File: src/rtl/spiByteMasterPkg.sv
package spiByteMasterPkg;

  localparam int BYTE_W = 8;

  // SCK period in system clocks for each rate code
  localparam int DIV_R0 = 2;
  localparam int DIV_R1 = 4;
  localparam int DIV_R2 = 16;
  localparam int DIV_R3 = 32;
  localparam int MAX_HALF = DIV_R3 / 2;
  localparam int HALF_W = $clog2(MAX_HALF);

  localparam logic [1:0] SEL_CTRL = 2'd0;
  localparam logic [1:0] SEL_STAT = 2'd1;
  localparam logic [1:0] SEL_DATA = 2'd2;

  localparam int ST_DONE = 0;
  localparam int ST_WCOL = 1;
  localparam int ST_MODF = 2;

  typedef struct packed {
    logic       ssLevel;  // bit 7
    logic       ssGpo;    // bit 6
    logic [1:0] rate;     // bits 5:4
    logic       cpha;     // bit 3
    logic       cpol;     // bit 2
    logic       master;   // bit 1
    logic       enable;   // bit 0
  } ctrlReg_t;

  typedef struct packed {
    logic       start;
    logic       abort;
    logic       cpol;
    logic       cpha;
    logic [1:0] rate;
  } dpCmd_t;

  function automatic logic [HALF_W-1:0] halfMinusOne(input logic [1:0] rate);
    case (rate)
      2'b00:   return HALF_W'(DIV_R0 / 2 - 1);
      2'b01:   return HALF_W'(DIV_R1 / 2 - 1);
      2'b10:   return HALF_W'(DIV_R2 / 2 - 1);
      default: return HALF_W'(DIV_R3 / 2 - 1);
    endcase
  endfunction

endpackage

File: src/rtl/spiShiftDp.sv
module spiShiftDp
  import spiByteMasterPkg::*;
#(
  parameter int BITS = BYTE_W
) (
  input  logic            clk,
  input  logic            rstN,
  input  dpCmd_t          cmd,
  input  logic [BITS-1:0] txByte,
  input  logic            misoIn,
  output logic            sckOut,
  output logic            mosiOut,
  output logic            busy,
  output logic            xferDone,
  output logic [BITS-1:0] rxByte
);

  localparam int EDGES  = 2 * BITS;
  localparam int EDGE_W = $clog2(EDGES + 1);

  logic              busyQ;
  logic              sckQ;
  logic              modeCpol;
  logic              modeCpha;
  logic [HALF_W-1:0] divCnt;
  logic [HALF_W-1:0] halfLim;
  logic [EDGE_W-1:0] edgeCnt;
  logic [EDGE_W-1:0] edgeNum;
  logic [BITS-1:0]   txSh;
  logic [BITS-1:0]   rxSh;
  logic [BITS-1:0]   rxNext;
  logic              edgeNow;
  logic              leading;
  logic              capture;
  logic              launch;
  logic              lastEdge;

  always_comb begin
    edgeNow  = busyQ && (divCnt == halfLim);
    edgeNum  = edgeCnt + EDGE_W'(1);
    leading  = edgeNum[0];
    capture  = edgeNow && (modeCpha ? !leading : leading);
    launch   = edgeNow && (modeCpha ? (leading && (edgeNum != EDGE_W'(1)))
                                    : (!leading && (edgeNum != EDGE_W'(EDGES))));
    lastEdge = edgeNow && (edgeNum == EDGE_W'(EDGES));
    rxNext   = {rxSh[BITS-2:0], misoIn};
  end

  always_ff @(posedge clk or negedge rstN) begin
    if (!rstN) begin
      busyQ    <= 1'b0;
      sckQ     <= 1'b0;
      modeCpol <= 1'b0;
      modeCpha <= 1'b0;
      divCnt   <= '0;
      halfLim  <= '0;
      edgeCnt  <= '0;
      txSh     <= '0;
      rxSh     <= '0;
      rxByte   <= '0;
    end else if (cmd.abort) begin
      busyQ   <= 1'b0;
      divCnt  <= '0;
      edgeCnt <= '0;
    end else if (!busyQ) begin
      if (cmd.start) begin
        busyQ    <= 1'b1;
        divCnt   <= '0;
        edgeCnt  <= '0;
        sckQ     <= cmd.cpol;
        modeCpol <= cmd.cpol;
        modeCpha <= cmd.cpha;
        halfLim  <= halfMinusOne(cmd.rate);
        txSh     <= txByte;
        rxSh     <= '0;
      end
    end else begin
      if (edgeNow) begin
        divCnt  <= '0;
        edgeCnt <= edgeNum;
        sckQ    <= ~sckQ;
      end else begin
        divCnt <= divCnt + HALF_W'(1);
      end
      if (capture) rxSh <= rxNext;
      if (launch)  txSh <= {txSh[BITS-2:0], 1'b0};
      if (lastEdge) begin
        busyQ  <= 1'b0;
        rxByte <= modeCpha ? rxNext : rxSh;
      end
    end
  end

  assign busy     = busyQ;
  assign xferDone = lastEdge && !cmd.abort;
  assign sckOut   = busyQ ? sckQ : cmd.cpol;
  assign mosiOut  = busyQ & txSh[BITS-1];

  AST_START_SCK_IDLE: assert property (@(posedge clk) disable iff (!rstN)
    (cmd.start && !busyQ && !cmd.abort) |=> (busy && sckOut == $past(cmd.cpol)));

  AST_END_RELEASES: assert property (@(posedge clk) disable iff (!rstN)
    (lastEdge && !cmd.abort) |=> (!busy && !mosiOut));

  AST_MOSI_HOLDS: assert property (@(posedge clk) disable iff (!rstN)
    (busyQ && !launch && !lastEdge && !cmd.abort) |=> $stable(mosiOut));

  AST_SCK_MOVES_ON_EDGE: assert property (@(posedge clk) disable iff (!rstN)
    (busyQ && !edgeNow && !cmd.abort) |=> $stable(sckOut));

  AST_DIV_BOUND: assert property (@(posedge clk) disable iff (!rstN)
    busyQ |-> (divCnt <= halfLim && edgeCnt < EDGE_W'(EDGES)));

endmodule

File: src/rtl/spiRegCtl.sv
module spiRegCtl
  import spiByteMasterPkg::*;
#(
  parameter int SYNC_STAGES = 2
) (
  input  logic              clk,
  input  logic              rstN,
  input  logic [1:0]        regSel,
  input  logic              regWr,
  input  logic              regRd,
  input  logic [BYTE_W-1:0] regWdata,
  output logic [BYTE_W-1:0] regRdata,
  input  logic              ssIn,
  output logic              ssOut,
  output logic              ssOe,
  output logic              pinOe,
  output dpCmd_t            cmd,
  input  logic              busy,
  input  logic              xferDone,
  input  logic [BYTE_W-1:0] rxByte
);

  ctrlReg_t ctrlQ;
  ctrlReg_t ctrlNext;
  logic     doneQ;
  logic     wcolQ;
  logic     modfQ;
  logic     flagArm;
  logic     modfArm;
  logic     ssSeen;
  logic     faultNow;
  logic     wrCtrl;
  logic     wrData;
  logic     rdStat;
  logic     rdData;
  logic     dataAcc;
  logic     modfClr;
  logic     flagClr;
  logic     isMaster;

  // Slave-select synchronizer; depth picked by parameter
  generate
    if (SYNC_STAGES <= 1) begin : gSyncOne
      logic ssQ;
      always_ff @(posedge clk or negedge rstN) begin
        if (!rstN) ssQ <= 1'b1;
        else       ssQ <= ssIn;
      end
      assign ssSeen = ssQ;
    end else begin : gSyncChain
      logic [SYNC_STAGES-1:0] ssQ;
      always_ff @(posedge clk or negedge rstN) begin
        if (!rstN) ssQ <= '1;
        else       ssQ <= {ssQ[SYNC_STAGES-2:0], ssIn};
      end
      assign ssSeen = ssQ[SYNC_STAGES-1];
    end
  endgenerate

  always_comb begin
    wrCtrl   = regWr && (regSel == SEL_CTRL);
    wrData   = regWr && (regSel == SEL_DATA);
    rdStat   = regRd && (regSel == SEL_STAT);
    rdData   = regRd && (regSel == SEL_DATA);
    dataAcc  = wrData || rdData;
    isMaster = ctrlQ.enable && ctrlQ.master;
    faultNow = isMaster && !ctrlQ.ssGpo && !ssSeen;
    modfClr  = wrCtrl && modfArm;
    flagClr  = flagArm && dataAcc;

    ctrlNext = wrCtrl ? ctrlReg_t'(regWdata) : ctrlQ;
    if (faultNow || (modfQ && !modfClr)) ctrlNext.master = 1'b0;

    cmd.start = wrData && isMaster && !modfQ && !busy && !faultNow;
    cmd.abort = faultNow || !isMaster;
    cmd.cpol  = ctrlQ.cpol;
    cmd.cpha  = ctrlQ.cpha;
    cmd.rate  = ctrlQ.rate;
  end

  always_ff @(posedge clk or negedge rstN) begin
    if (!rstN) begin
      ctrlQ   <= '0;
      doneQ   <= 1'b0;
      wcolQ   <= 1'b0;
      modfQ   <= 1'b0;
      flagArm <= 1'b0;
      modfArm <= 1'b0;
    end else begin
      ctrlQ <= ctrlNext;

      if (xferDone)     doneQ <= 1'b1;
      else if (flagClr) doneQ <= 1'b0;

      if (wrData && busy) wcolQ <= 1'b1;
      else if (flagClr)   wcolQ <= 1'b0;

      if (rdStat && (doneQ || wcolQ)) flagArm <= 1'b1;
      else if (dataAcc)               flagArm <= 1'b0;

      if (faultNow)     modfQ <= 1'b1;
      else if (modfClr) modfQ <= 1'b0;

      if (rdStat && modfQ) modfArm <= 1'b1;
      else if (wrCtrl)     modfArm <= 1'b0;
    end
  end

  always_comb begin
    regRdata = '0;
    case (regSel)
      SEL_CTRL: regRdata = ctrlQ;
      SEL_STAT: begin
        regRdata[ST_DONE] = doneQ;
        regRdata[ST_WCOL] = wcolQ;
        regRdata[ST_MODF] = modfQ;
      end
      SEL_DATA: regRdata = rxByte;
      default:  regRdata = '0;
    endcase
  end

  assign pinOe = isMaster;
  assign ssOe  = ctrlQ.ssGpo;
  assign ssOut = ctrlQ.ssLevel;

  AST_FAULT_RELEASES: assert property (@(posedge clk) disable iff (!rstN)
    faultNow |=> (!pinOe && !busy && modfQ));

  AST_NO_MASTER_IN_FAULT: assert property (@(posedge clk) disable iff (!rstN)
    modfQ |-> !ctrlQ.master);

  AST_MODF_STICKY: assert property (@(posedge clk) disable iff (!rstN)
    (modfQ && !(wrCtrl && modfArm)) |=> modfQ);

  AST_GPO_NO_FAULT: assert property (@(posedge clk) disable iff (!rstN)
    (ctrlQ.ssGpo && !modfQ) |=> !modfQ);

  AST_DONE_STICKY: assert property (@(posedge clk) disable iff (!rstN)
    (doneQ && !(flagArm && dataAcc)) |=> doneQ);

  AST_WCOL_SETS: assert property (@(posedge clk) disable iff (!rstN)
    (wrData && busy) |=> wcolQ);

  AST_IDLE_WRITE_INERT: assert property (@(posedge clk) disable iff (!rstN)
    (wrData && !isMaster && !busy) |=> !busy);

endmodule

File: src/rtl/spiByteMaster.sv
module spiByteMaster
  import spiByteMasterPkg::*;
#(
  parameter int SYNC_STAGES = 2
) (
  input  logic              clk,
  input  logic              rstN,
  input  logic [1:0]        regSel,
  input  logic              regWr,
  input  logic              regRd,
  input  logic [BYTE_W-1:0] regWdata,
  output logic [BYTE_W-1:0] regRdata,
  output logic              sckOut,
  output logic              sckOe,
  output logic              mosiOut,
  output logic              mosiOe,
  input  logic              misoIn,
  input  logic              ssIn,
  output logic              ssOut,
  output logic              ssOe
);

  dpCmd_t            cmd;
  logic              busy;
  logic              xferDone;
  logic              pinOe;
  logic [BYTE_W-1:0] rxByte;

  spiRegCtl #(
    .SYNC_STAGES(SYNC_STAGES)
  ) ctlU (
    .clk      (clk),
    .rstN     (rstN),
    .regSel   (regSel),
    .regWr    (regWr),
    .regRd    (regRd),
    .regWdata (regWdata),
    .regRdata (regRdata),
    .ssIn     (ssIn),
    .ssOut    (ssOut),
    .ssOe     (ssOe),
    .pinOe    (pinOe),
    .cmd      (cmd),
    .busy     (busy),
    .xferDone (xferDone),
    .rxByte   (rxByte)
  );

  spiShiftDp #(
    .BITS(BYTE_W)
  ) dpU (
    .clk      (clk),
    .rstN     (rstN),
    .cmd      (cmd),
    .txByte   (regWdata),
    .misoIn   (misoIn),
    .sckOut   (sckOut),
    .mosiOut  (mosiOut),
    .busy     (busy),
    .xferDone (xferDone),
    .rxByte   (rxByte)
  );

  assign sckOe  = pinOe;
  assign mosiOe = pinOe;

endmodule

File: config.mk
export PLATFORM = sky130hd
export DESIGN_NAME = spiByteMaster
export DESIGN_NICKNAME = d
export VERILOG_FILES = /design/src/rtl/spiByteMasterPkg.sv /design/src/rtl/spiShiftDp.sv /design/src/rtl/spiRegCtl.sv /design/src/rtl/spiByteMaster.sv
export SDC_FILE = /design/constraint.sdc
export NUM_CORES = 1
export LEC_CHECK = 0
export BUFFER_PORTS_ARGS = -buffer_cell sky130_fd_sc_hd__buf_2
export CORE_UTILIZATION = 30
export DETAILED_ROUTE_END_ITERATION = 10
export PLACE_DENSITY_LB_ADDON = 0.05
export SYNTH_ARGS = -nofsm -noshare
export SYNTH_HDL_FRONTEND = slang
export SYNTH_SLANG_ARGS = --single-unit
File: constraint.sdc
create_clock -name clk -period 4.25 [get_ports clk]
set_input_delay 0.425 -clock clk [delete_from_list [all_inputs] [get_ports clk]]
set_output_delay 0.425 -clock clk [all_outputs]
set_load 0.02 [all_outputs]
Word-level counts from Yosys, hierarchy flattened
Index checks and enable logic that the tools add are counted.
Word-level totals
  register bits after elaboration: 55
  bits of input ports: 16
  output and inout bits: 14
  logic and storage cells: 132
Operators by class
  $add $sub $neg: 2
  equal/unequal tests: 12
  multiplexer cells: 39
  bitwise logic cells: 4
  reductions and logical operators: 53
Operators with widths (number)
  two-way mux 8 bit: 7
  logical AND 1 bit: 24
  two-way mux 1 bit: 20
  two-way mux 5 bit: 4
  two-way mux 4 bit: 4
  AND reduction 3 bit: 5
  nonzero test 2 bit: 7
  one-hot mux 4 bit (3 select lines): 1
  one-hot mux 5 bit (2 select lines): 1
  zero test 1 bit: 9
  one-hot mux 3 bit (3 select lines): 1
  != test 2 bit (second input constant): 3
  adder 5 x 1 -> 5 bit (second input constant): 1
  equality test 5 bit (second input constant): 1
  != test 5 x 1 -> 1 bit (second input constant): 1
  != test 5 bit (second input constant): 1
  adder 4 x 1 -> 4 bit (second input constant): 1
  equality test 2 x 1 -> 1 bit (second input constant): 2
  equality test 2 bit (second input constant): 2
  equality test 4 bit: 1
  zero test 2 bit: 2
  logical OR 1 bit: 4
  != test 3 x 2 -> 1 bit (second input constant): 1
  NOT 1 bit: 3
  other kinds (4): 4

Longest topological paths before layout
Gate-level depths: netlist (run 1).
  depth in word-level cells: 9
  depth in mapped cells: 7
  mapped depth without buffers: 6

Modules after synthesis
Synthesis (run 1) repeated with hierarchy kept, for this count alone.
Second synthesis, totals
  cells, all modules: 258
  area, all modules: 2781.4 um^2
Modules (own cells, without submodules)
  spiShiftDp: times used 1, cells an instance 183, area an instance 1969.4 um^2
  spiRegCtl: times used 1, cells an instance 74, area an instance 804.5 um^2
  spiByteMaster: times used 1, cells an instance 1, area an instance 7.5 um^2

Worst setup path after synthesis (run 1)
OpenSTA, ideal clock, no wires.
  path type: register -> register
  from: register dpU.edgeCnt[1]
  to: register dpU.txSh[2]
  library setup time: 0.069 ns
  arrival time: 1.999 ns
  data required time: 4.181 ns
  setup slack: 2.182 ns
  cell stages (with the launch flop): 8
  buffers on the path: 1
  clock period less this slack: 2.068 ns
  cell sequence: dfrtp_1 -> ha_1 -> and3_1 -> xor2_1 -> a311o_1 -> clkbuf_1 -> a211o_1 -> nand3_1
Between the ends
  longest elaborated chain between the ends: 7
Ends and longest elaborated chain
  start: declaration: RTL line spiShiftDp.sv:27  | logic [EDGE_W-1:0] edgeCnt;
  start signal: assignment: RTL line spiShiftDp.sv:80  | edgeCnt <= edgeNum;
  adder 5 x 1 -> 5 bit (*): RTL line spiShiftDp.sv:40  | edgeNum = edgeCnt + EDGE_W'(1);
  != test 5 bit or != test 5 x 1 -> 1 bit (tied branches): RTL line spiShiftDp.sv:44, spiShiftDp.sv:43
  logical AND 1 bit, on equally long branches: RTL line spiShiftDp.sv:44, spiShiftDp.sv:43
  two-way mux 1 bit (*): RTL line spiShiftDp.sv:43  | launch = edgeNow && (modeCpha ? (leading && (edgeNum != EDGE_W'(1)))
  logical AND 1 bit (*): RTL line spiShiftDp.sv:43
  != test 2 bit (no line) (*)
  AND reduction 3 bit (no line) (*)
  end signal: assignment: RTL line spiShiftDp.sv:74  | txSh <= txByte;
  end signal: assignment: RTL line spiShiftDp.sv:86  | if (launch) txSh <= {txSh[BITS-2:0], 1'b0};
  end: declaration: RTL line spiShiftDp.sv:29  | logic [BITS-1:0] txSh;
Mark *: on every way between the ends. The rest lies on a longest branch, timed or not.
A chain may end at the register's enable or synchronous reset.

Worst setup path after layout (run 1)
  from: register dpU.busyQ, in the netlist dpU.busy
  to: register dpU.rxByte[4]
Between the ends
  longest elaborated chain between the ends: 3
Ends and longest elaborated chain
  start: declaration: RTL line spiShiftDp.sv:21  | logic busyQ;
  start signal: assignment: RTL line spiShiftDp.sv:51  | busyQ <= 1'b0;
  start signal: assignment: RTL line spiShiftDp.sv:62  | busyQ <= 1'b0;
  start signal: assignment: RTL line spiShiftDp.sv:67  | busyQ <= 1'b1;
  logical AND 1 bit: RTL line spiShiftDp.sv:39  | edgeNow = busyQ && (divCnt == halfLim);
  logical AND 1 bit: RTL line spiShiftDp.sv:45  | lastEdge = edgeNow && (edgeNum == EDGE_W'(EDGES));
  AND reduction 3 bit (no line) (*)
  end signal: assignment: RTL line spiShiftDp.sv:89  | rxByte <= modeCpha ? rxNext : rxSh;
  end: declaration: RTL line spiShiftDp.sv:15  | output logic [BITS-1:0] rxByte
Marks and branches as above.

==> results of run 1 <==
[state kept, by name, indices dropped and copies added, names as in the netlist, 2 cells and up]
register	cells
ctlU.cmd	4
ctlU.ctrlQ	2
ctlU.gSyncChain.ssQ	2
dpU.divCnt	4
dpU.edgeCnt	5
dpU.halfLim	3
dpU.rxByte	8
dpU.rxSh	8
dpU.txSh	8
[power by group through the flow]
stage / sequential (mW) / clock (mW) / combinational (mW)
6_report: 0.725 / 0.426 / 0.291
5_1_grt: 0.743 / 0.462 / 0.337
4_1_cts: 0.727 / 0.445 / 0.296
3_5_place_dp: 0.737 / 0 / 0.293
3_3_place_gp: 0.736 / 0 / 0.296
2_1_floorplan: 0.695 / 0 / 0.237
[final cells by class]
cell class | instances | area (sq um)
Clock buffer | 6 | 82.6
Sequential cell | 54 | 1350
Multi-Input combinational cell | 210 | 1390
Clock inverter | 2 | 60.1
Inverter | 14 | 52.6
Timing Repair Buffer | 32 | 168
Tap cell | 129 | 161
Fill cell | 982 | 6010
[per-layer routing]
layer | vias up | GRT usage [%] | wire length, um
met3 | 5 | 2.58 | 227
met5 | - | 0 | 0
met1 | 1044 | 21.7 | 3560
li1 | 1074 | - | -
met4 | 0 | 3.68 | 54
met2 | 29 | 22.6 | 3130
[Yosys cell counts (4+ instances only)]
library cell / count / area share (%)
nor2_1: 15 / 1.9
a32oi_1: 7 / 2.1
mux2_4: 8 / 4.1
ha_1: 4 / 1.7
inv_1: 14 / 1.8
a211o_1: 7 / 2.1
nand2_1: 46 / 6.0
mux2i_1: 17 / 5.9
a21oi_1: 8 / 1.4
xor2_1: 6 / 1.8
o21ai_0: 25 / 4.3
clkbuf_1: 9 / 1.2
nand3_1: 19 / 3.3
dfrtp_1: 52 / 45
mux2_2: 7 / 2.7
and2_1: 7 / 1.5
[critical path, delay by kind of cell (launching register included)]
kind	cells	cell delay, ns
DFF	1	0.72
and+or+nand+nor	2	0.57
AOI/OAI and AO/OA	1	0.52
muxes	1	0.41
buffers and inverters	1	0.23
[logic make-up (layout without fill, tap and decap cells)]
| logic type | count (synthesis) | count (layout) | share of synthesized area (%) |
|---|---|---|---|
| AND/OR/NAND/NOR | 104 | 104 | 16.4 |
| adder cells (fa/ha/maj) | 4 | 4 | 1.73 |
| multiplexers | 32 | 32 | 12.7 |
| flip-flops | 54 | 54 | 46.7 |
| XOR/XNOR | 8 | 8 | 2.42 |
| buffers and inverters | 30 | 54 | 5.18 |
| AO/OA/AOI/OAI | 62 | 62 | 14.8 |
[per-stage QoR]
step	util (%)	hold WS, ns	worst slack, ns	instance area (sq um)	power [mW]
floorplan	-	0.129	2.18	2900	0.932
CTS	35.2	0.193	1.69	3270	1.47
global route	35.2	0.190	1.48	3270	1.54
finish	35.2	0.212	1.69	3270	1.44
global placement	33.7	0.349	1.71	3130	1.03
detailed placement	33.7	0.351	1.69	3130	1.03
[layout by cell type (no fill, tap or decap), types with 2 or more instances in the layout]
master and instances:
a211o_1 7, a21oi_1 8, a311o_1 2, a31oi_1 2, a32oi_1 7, and2_1 7, and3_1 2, buf_2 29
buf_4 3, bufinv_16 2, clkbuf_8 6, dfrtp_1 52, dfstp_2 2, ha_1 4, inv_1 14, mux2_2 7
mux2_4 8, mux2i_1 17, nand2_1 46, nand2b_1 2, nand3_1 19, nand3b_1 2, nor2_1 15, nor2b_1 2
nor3_1 2, o21ai_0 25, or2_2 2, xnor2_1 2, xor2_1 6
[worst paths after layout]
path	start	to	depth (start not counted)
max	dpU.busy	dpU.rxByte[4]	5
min	ssIn	ctlU.gSyncChain.ssQ[0]	1
max reg2reg	dpU.busy	dpU.rxByte[4]	5
min reg2reg	ctlU.gSyncChain.ssQ[0]	ctlU.gSyncChain.ssQ[1]	0
max in group asynchronous	rstN	dpU.rxSh[4]	2
min in group asynchronous	rstN	dpU.txSh[6]	2
==> metrics.txt, run 1 <==
total setup violations reported at the end of the flow 0; Slew headroom 40.3%; R2R setup slack 1.69 ns; post-synthesis average cell area 9.85 sq um; sequential area share after synthesis 46.7%; post-synthesis register bit count 54; number of levels the H-tree was split into 2; max-cap violations 0; worst-case vdd ir drop 0.191 mV; number of enable flip-flop cells after synthesis 0; via count of the first global-routing pass 2136; Via density 4.81; static leakage power 1.55 nW; fraction of registers with async set or reset after synthesis 100%; sw frac 30.3%; Crit path largest cell delay 0.72 ns; gr ovfl total 0; horizontal extent of the die 100 um; buffers inserted by post-CTS timing repair 0; number of instances resized during post-cts repair 0; Clk Latency, worst-skew pair 0.31 ns; Syn Nets 314; Final Skew 0.0102 ns; ANT nets after route 0; Routed wire per std cell 15.6 um; CTS Buf Count 5; number of hold buffers added after CTS 0; clock root cell clkbuf_8; Floorplan Core Area 9280 sq um; relative area change from synthesis to final layout 12.9%; crit-path cells inv_1 -> a2111o_1 -> nor2_1 -> nand2b_1 -> mux2_4; classification of the worst setup path reg -> reg; antenna violations before repair 0; kind of start point of the critical path flip-flop; internal power 1.00 mW; outcome finished clean; minimum clock period after layout 2.56 ns; Die H 100 um; total count of hold-check failures in the final report 0; placed cell count 439; Worst Setup End Kind flip-flop; count of yosys warnings during synthesis 0; Antenna Diode Count 0; count of port buffers added during placement 29; total track usage 14.8%; number of pins exceeding their max-slew limit in the final report 0; starting utilization of the core area 31.2%; Finished Layout Cells 447; clock network fraction of total power 29.6%; WL final 6.97 mm; total half-perimeter wirelength after legalization and detailed placement 4.79 mm; fin nets 337; Clock Sinks 54; Detailed Routing Iterations Pass 1 4; area of the die 10100 sq um; commonest register cell after synthesis dfrtp_1; switching pwr 0.438 mW; post-synthesis instance total 294; Reg power frac 50.3%; CTS tree built; Total Negative Setup Slacks 0 ns; share of post-route cells with drive strength above 1 21.1%; Netlist Area Pre-Place 2900 sq um; wire length of the first global-routing pass 11.4 mm; Worst-Margin Slew 0.893 ns; number of remaining DRC errors 0; Routability Congestion 0.695; count of standard-cell rows 35; Max Freq 0.391 GHz; RSZ-0062 raised after global routing false; num ports 30; Worst Path Arrival 2.75 ns; Hold/Removal Path Class in -> reg; clock transition at the registers of the reported paths 0.09 ns; Vias 2152; initial drt markers 112; Req. time, crit path 4.44 ns; Gate power share 20.2%; cell with the largest stage delay on the worst path dfrtp_1; cell area power density 441 nW/um^2; crit share post-route 60.2%; worst-path fanout max 15; pin count of the biggest net entering global routing 55; maximum buffer depth of the clock tree 2; number of different library cells in the post-synthesis netlist 48
(Power assumes the default switching activity.)
==> inputs of run 2 (changes only) <==
Settings changed: ABC_AREA set to 1.
Clock period 4.25 ns to 2.4 ns, I/O delays scaled along.
==> run 2 against run 1 <==
The flow now finishes with violations (DRC). Global-route usage is 0.58 points higher. Clock skew is 0.0012 ns lower. Die area is 3.7% lower. Via count is 3.3% higher. Worst hold slack worse by 0.19 ns. Highest routed layer unchanged.
==> metrics.txt, run 2 <==
outcome finished, violations left; failing checks DRC; total setup violations reported at the end of the flow 0 (unchanged); Max Freq 0.481 GHz (+23%); registers with the highest flip-flop counts dpU.rxByte (8), dpU.rxSh (8), dpU.txSh (8); placed instance area 3030 sq um (-3.1%); area occupied by multi-input gates 1190 sq um (-15%); leading cell type in the layout, fill and taps excluded nand2_1; Die H 98.4 um (-1.9%); crit share post-route 86.7% (+26 points); horizontal extent of the die 98.4 um (-1.9%); Clk Latency, worst-skew pair 0.31 ns (about the same); Syn Nets 364 (+16%); register cell area after layout 1350 sq um (unchanged); CTS tree built; Worst Hold Path EP ctlU.gSyncChain.ssQ[0]; buffers inserted by post-CTS timing repair 0 (unchanged); post-synthesis instance total 344 (+17%); commonest non-fill, non-tap cells in the layout 105 x nand2_1, 52 x dfrtp_1, 49 x o21ai_0, 45 x inv_1, 29 x buf_2; number of pins exceeding their max-slew limit in the final report 0 (unchanged); worst slack at placement 0.334 ns (-1.35 ns); critical register-to-register path endpoint dpU.txSh[5]; most frequently used cell type in the post-synthesis netlist nand2_1; sequential area share after synthesis 48.6% (+1.8 points); Netlist Area Pre-Place 2790 sq um (-3.8%); number of different library cells in the post-synthesis netlist 33 (-31%); number of enable flip-flop cells after synthesis 0 (unchanged); cell area power density 604 nW/um^2 (+37%); Slew headroom 42.4% (+2.1 points); minimum setup slack in the final design 0.320 ns (-1.37 ns); relative area change from synthesis to final layout 12.6%; clock root cell clkbuf_8; commonest register cell after synthesis dfrtp_1; WL final 6.88 mm (-1.2%); maximum buffer depth of the clock tree 2 (unchanged); share of post-route cells with drive strength above 1 15.7% (-5.4 points); final cell utilization of the core 35.5% (+0.23 points); worst-path fanout max 11 (-4); total half-perimeter wirelength after legalization and detailed placement 5.09 mm (+6.2%); Routed wire per std cell 14.2 um (-8.7%); ANT nets after route 0 (unchanged); fraction of registers with async set or reset after synthesis 100% (unchanged); pin count of the biggest net entering global routing 38 (-31%); Req. time, crit path 2.60 ns (-1.84 ns); Worst Setup End Kind flip-flop; count of filler cells inserted in the layout 962 (-2.0%); Total Negative Setup Slacks 0 ns (unchanged); worst hold start ssIn; Worst-Margin Slew 0.864 ns (-0.0288 ns); count of yosys warnings during synthesis 0 (unchanged); initial drt markers 75 (-33%); starting utilization of the core area 31.5% (+0.31 points); via count of the first global-routing pass 2236 (+4.7%); post-synthesis average cell area 8.10 sq um (-18%); wire length of the first global-routing pass 11.5 mm (+0.96%); Floorplan Core Area 8850 sq um (-4.7%); RSZ-0062 raised after global routing false; share of Yosys cell area claimed by the top area cell type 46.7% (+1.8 points); Final Skew 0.00896 ns (-0.00119 ns); area of the die 9680 sq um (-3.7%); Hold/Removal Path Class in -> reg; Antenna Diode Count 0 (unchanged); kind of start point of the critical path flip-flop; count of port buffers added during placement 29 (unchanged); path depth of the worst reg2reg path 9 (+4); total count of hold-check failures in the final report 0 (unchanged); R2R setup slack 0.32 ns (-1.37 ns); count of standard-cell rows 34 (-2.9%); Via density 4.60 (-4.6%); static leakage power 1.54 nW (-0.35%); Vias 2224 (+3.3%); worst hold slack 0.0241 ns (-0.188 ns); Clock Sinks 54 (unchanged); largest cells by area after synthesis dfrtp_1 47%, nand2_1 14%, o21ai_0 8.8%; number of instances resized during post-cts repair 0 (unchanged); synth cell count leaders 105 x nand2_1, 52 x dfrtp_1, 49 x o21ai_0; area of all placed cells without fillers 3140 sq um (-4.1%); number of cells on the worst hold path 1 (unchanged); post-synthesis register bit count 54 (unchanged); num ports 30 (unchanged); Detailed Routing Iterations Pass 1 7 (+3); number of remaining DRC errors 3 (+3); number of levels the H-tree was split into 2 (unchanged); max-cap violations 0 (unchanged); CTS Buf Count 5 (unchanged); minimum clock period after layout 2.08 ns (-0.478 ns); launching point of the worst reg2reg path ctlU.gSyncChain.ssQ[1]; library cell occupying the most area in the post-synthesis netlist dfrtp_1; antenna violations before repair 0 (unchanged); worst-case vdd ir drop 0.216 mV (+13%); gr ovfl total 0 (unchanged); number of hold buffers added after CTS 0 (unchanged); classification of the worst setup path reg -> reg; Worst Path Arrival 2.28 ns (-0.47 ns); total track usage 15.4% (+0.58 points); Routability Congestion 0.716 (+3.0%); fin nets 395 (+17%); clock transition at the registers of the reported paths 0.09 ns (about the same)
run 2: cell count changes after synthesis, moves of 5 or more:
cell      before  now
a32oi_1        7    0
a21oi_1        8    2
o21ai_0       25   49
mux2_2         7    0
nand3_1       19   24
inv_1         14   45
and2_1         7    0
mux2i_1       17    0
mux2_4         8    0
clkbuf_1       9    2
o22ai_1        0    5
a211o_1        7    0
nand2_1       46  105
run 2: worst max-delay path: stages (launching register included):
cell     delay [ns]
dfstp_2        0.55
inv_1          0.06
a21oi_4        0.36
nand3_4        0.19
nand2_4        0.11
nand2_4        0.09
nor2_4         0.26
nand2_2        0.19
nand2_1        0.10
nand2_1        0.05
run 2: worst max path at each step:
stage | endpoint | startpoint
after floorplan | dpU.rxSh[1] | ctlU.ssOe
after global placement | dpU.txSh[4] | ctlU.gSyncChain.ssQ[1]
after detailed placement | dpU.txSh[3] | ctlU.gSyncChain.ssQ[1]
after CTS | dpU.txSh[5] | ctlU.gSyncChain.ssQ[1]
after global routing | dpU.txSh[6] | ctlU.gSyncChain.ssQ[1]
final | dpU.txSh[5] | ctlU.gSyncChain.ssQ[1]
run 2: logic make-up after synthesis:
kind of cell    synth area share (%)
xor+xnor                        1.26
simple gates                    26.3
fa+ha+maj                       1.80
compound gates                  13.3
buf+inv                         8.84
flops                           48.6
run 2: stage by stage:
step	power [mW]	cells
6_report	1.90	484
5_1_grt	2.01	484
4_1_cts	1.94	484
3_5_place_dp	1.31	476
3_3_place_gp	1.31	476
2_1_floorplan	1.18	344
run 2: per-layer routing:
metal / global-route usage (%) / vias up / share of wire (%)
met4: 3.79 / 0 / 0.93
met3: 3.01 / 7 / 3.6
met1: 22.2 / 1024 / 52
li1: - / 1162 / -
met5: 0 / - / 0
met2: 23.6 / 31 / 44
run 2: power breakdown:
group | switching (mW) | internal, mW
registers | 0.0573 | 0.970
clock network | 0.304 | 0.313
logic | 0.170 | 0.0813
run 2: final cells by class:
type / count / share of cell area [%]
repair buffers: 33 / 5.58
multi-input cells: 233 / 37.8
clock buffers: 7 / 2.43
well taps: 108 / 4.31
clock inverters: 1 / 0.957
flip-flops and latches: 54 / 43.1
inverters: 48 / 5.74
==> inputs of run 3 (changes only) <==
--- a/config.mk
+++ b/config.mk
@@ -8,5 +8,5 @@
 export ABC_AREA = 1
-export BUFFER_PORTS_ARGS = -buffer_cell sky130_fd_sc_hd__buf_2
-export CORE_UTILIZATION = 30
+export CORE_UTILIZATION = 40
 export DETAILED_ROUTE_END_ITERATION = 10
+export DONT_BUFFER_PORTS = 1
 export PLACE_DENSITY_LB_ADDON = 0.05
--- a/constraint.sdc
+++ b/constraint.sdc
@@ -3,2 +3,2 @@
 set_output_delay 0.24 -clock clk [all_outputs]
-set_load 0.02 [all_outputs]
+set_load 0.01 [all_outputs]
==> run 3 against run 2 <==
The flow now finishes without violations. Global-route usage grew 2.7 points. Via count down 2.9%. Routed wire length is 10% lower. Clock skew fell by 0.0024 ns. Core utilization is 8.9 points higher. Clock power about the same. Highest routed layer unchanged.
==> metrics.txt, run 3 (synthesized netlist as in run 2, its figures left out) <==
path depth of the worst reg2reg path 9 (unchanged); number of cells on the worst hold path 2 (+1); clock root cell clkbuf_8; Die H 85.5 um (-13%); number of pins exceeding their max-slew limit in the final report 0 (unchanged); outcome finished clean; number of levels the H-tree was split into 2 (unchanged); starting utilization of the core area 41.3% (+9.8 points); ANT nets after route 0 (unchanged); Worst Setup End Kind flip-flop; clock transition at the registers of the reported paths 0.10 ns (about the same); CTS Buf Count 5 (unchanged); met1 routing resource usage after global routing 25.6% (+3.4 points); relative area change from synthesis to final layout 7.41%; fin nets 367 (-7.1%); wire length of the first global-routing pass 10.2 mm (-12%); share of post-route cells with drive strength above 1 8.62% (-7.1 points); worst-path fanout max 11 (unchanged); minimum setup slack in the final design 0.363 ns (+0.0431 ns); gr ovfl total 0 (unchanged); Worst-Margin Slew 0.488 ns (-0.377 ns); critical register-to-register path endpoint dpU.txSh[2]; maximum buffer depth of the clock tree 2 (unchanged); met2 routing resource usage after global routing 28.4% (+4.7 points); worst slack at placement 0.380 ns (+0.0461 ns); launching point of the worst reg2reg path ctlU.gSyncChain.ssQ[1]; Total Negative Setup Slacks 0 ns (unchanged); Finished Layout Cells 428 (-12%); Max Freq 0.491 GHz (+2.1%); crit share post-route 84.9% (-1.8 points); Antenna Diode Count 0 (unchanged); Critical Path Source ctlU.gSyncChain.ssQ[1]; buffers inserted by post-CTS timing repair 0 (unchanged); leading cell type in the layout, fill and taps excluded nand2_1; Clk Latency, worst-skew pair 0.31 ns (about the same); Clock Sinks 54 (unchanged); R2R setup slack 0.36 ns (+0.04 ns); area of the die 7310 sq um (-25%); total count of hold-check failures in the final report 0 (unchanged); WL final 6.19 mm (-10%); kind of start point of the critical path flip-flop; Worst Path Arrival 2.24 ns (-0.04 ns); critical path capture point dpU.txSh[2]; placed cell count 417 (-12%); most crowded layer after global routing met2; Hold/Removal Path Class in -> reg; number of remaining DRC errors 0 (-3); classification of the worst setup path reg -> reg; minimum clock period after layout 2.04 ns (-0.0431 ns); Detailed Routing Iterations Pass 1 4 (-3); total track usage 18.1% (+2.7 points); max-cap violations 0 (unchanged); count of standard-cell rows 30 (-12%); initial drt markers 149 (+99%); CTS tree built; worst hold slack 0.0511 ns (+0.0270 ns); registers with the highest flip-flop counts dpU.rxByte (8), dpU.rxSh (8), dpU.txSh (8); Final Skew 0.00660 ns (-0.00237 ns); worst-case vdd ir drop 0.256 mV (+18%); total setup violations reported at the end of the flow 0 (unchanged); RSZ-0062 raised after global routing false; Floorplan Core Area 6760 sq um (-24%); antenna violations before repair 0 (unchanged); Via density 5.05 (+9.8%); met3 layer usage reported by global route 2.82% (-0.19 points); num ports 30 (unchanged); Slew headroom 67.5% (+25 points); Routed wire per std cell 14.5 um (+1.7%); pin count of the biggest net entering global routing 55 (+45%); Vias 2160 (-2.9%); static leakage power 1.42 nW (-7.8%); count of port buffers added during placement 0 (-100%); Req. time, crit path 2.60 ns (about the same); Routability Congestion 0.791 (+10%); cell area power density 616 nW/um^2 (+2.0%); via count of the first global-routing pass 2080 (-7.0%); horizontal extent of the die 85.5 um (-13%); total half-perimeter wirelength after legalization and detailed placement 4.52 mm (-11%); commonest non-fill, non-tap cells in the layout 105 x nand2_1, 52 x dfrtp_1, 49 x o21ai_0, 45 x inv_1, 24 x nand3_1
==> run 3: cell types whose count changed in the layout (fill, tap and decap cells not counted) <==
cell and change:
buf_4 -2, clkinvlp_4 +1, dlygate4sd3_1 +2, buf_16 +1, buf_2 -29, clkbuf_1 -1
==> run 3: cell type report <==
| class | instances | area, sq um |
|---|---|---|
| Inverter | 48 | 180 |
| Sequential cell | 54 | 1350 |
| Fill cell | 670 | 3760 |
| Clock buffer | 6 | 72.6 |
| Multi-Input combinational cell | 233 | 1190 |
| Timing Repair Buffer | 5 | 62.6 |
| Tap cell | 80 | 100 |
| Clock inverter | 2 | 37.5 |
==> run 3: worst min-delay path by stage <==
stage | end | slack (ns) | startpoint
6_report | ctlU.cmd[2] | 0.05 | regWdata[3]
5_1_grt | ctlU.ctrlQ[1] | 0.04 | regWdata[1]
4_1_cts | ctlU.cmd[2] | 0.04 | regWdata[3]
3_5_place_dp | dpU.rxSh[5] | -0.05 | rstN
3_3_place_gp | dpU.rxSh[5] | -0.05 | rstN
2_1_floorplan | ctlU.cmd[0] | -0.06 | rstN
==> run 3: what timing repair did <==
| action | CTS | global route |
|---|---|---|
| hold buffers | 3 | 0 |
| resized for setup | 0 | 0 |
| setup endpoints to repair | 0 | 0 |
| hold endpoints to repair | 55 | 0 |
==> run 3: through the flow <==
step                cell area (sq um)  utilization (%)  power, mW
floorplan                        2790                -       1.17
global placement                 2840             42.0       1.23
detailed placement               2840             42.0       1.23
CTS                              2990             44.3       1.88
global route                     2990             44.3       1.94
finish                           2990             44.3       1.85
==> run 3: power by group <==
group / total, mW / switching, mW / internal [mW]
sequential: 1.03 / 0.0580 / 0.970
combinational: 0.201 / 0.138 / 0.0626
clock: 0.617 / 0.305 / 0.312
==> run 3: worst max-delay path, stage by stage, from the launching register on <==
cell	delay, ns
dfstp_2	0.54
inv_1	0.06
a21oi_4	0.36
nand3_4	0.20
nand2_4	0.12
nand2_4	0.09
nor2_4	0.25
nand2_2	0.17
nand2_1	0.09
nand2_1	0.05
==> run 3: per-layer routing <==
layer / part of all wire [%] / vias to the layer above
met5: 0 / -
met1: 52 / 1014
li1: - / 1104
met3: 3.2 / 7
met2: 44 / 35
met4: 1.3 / 0
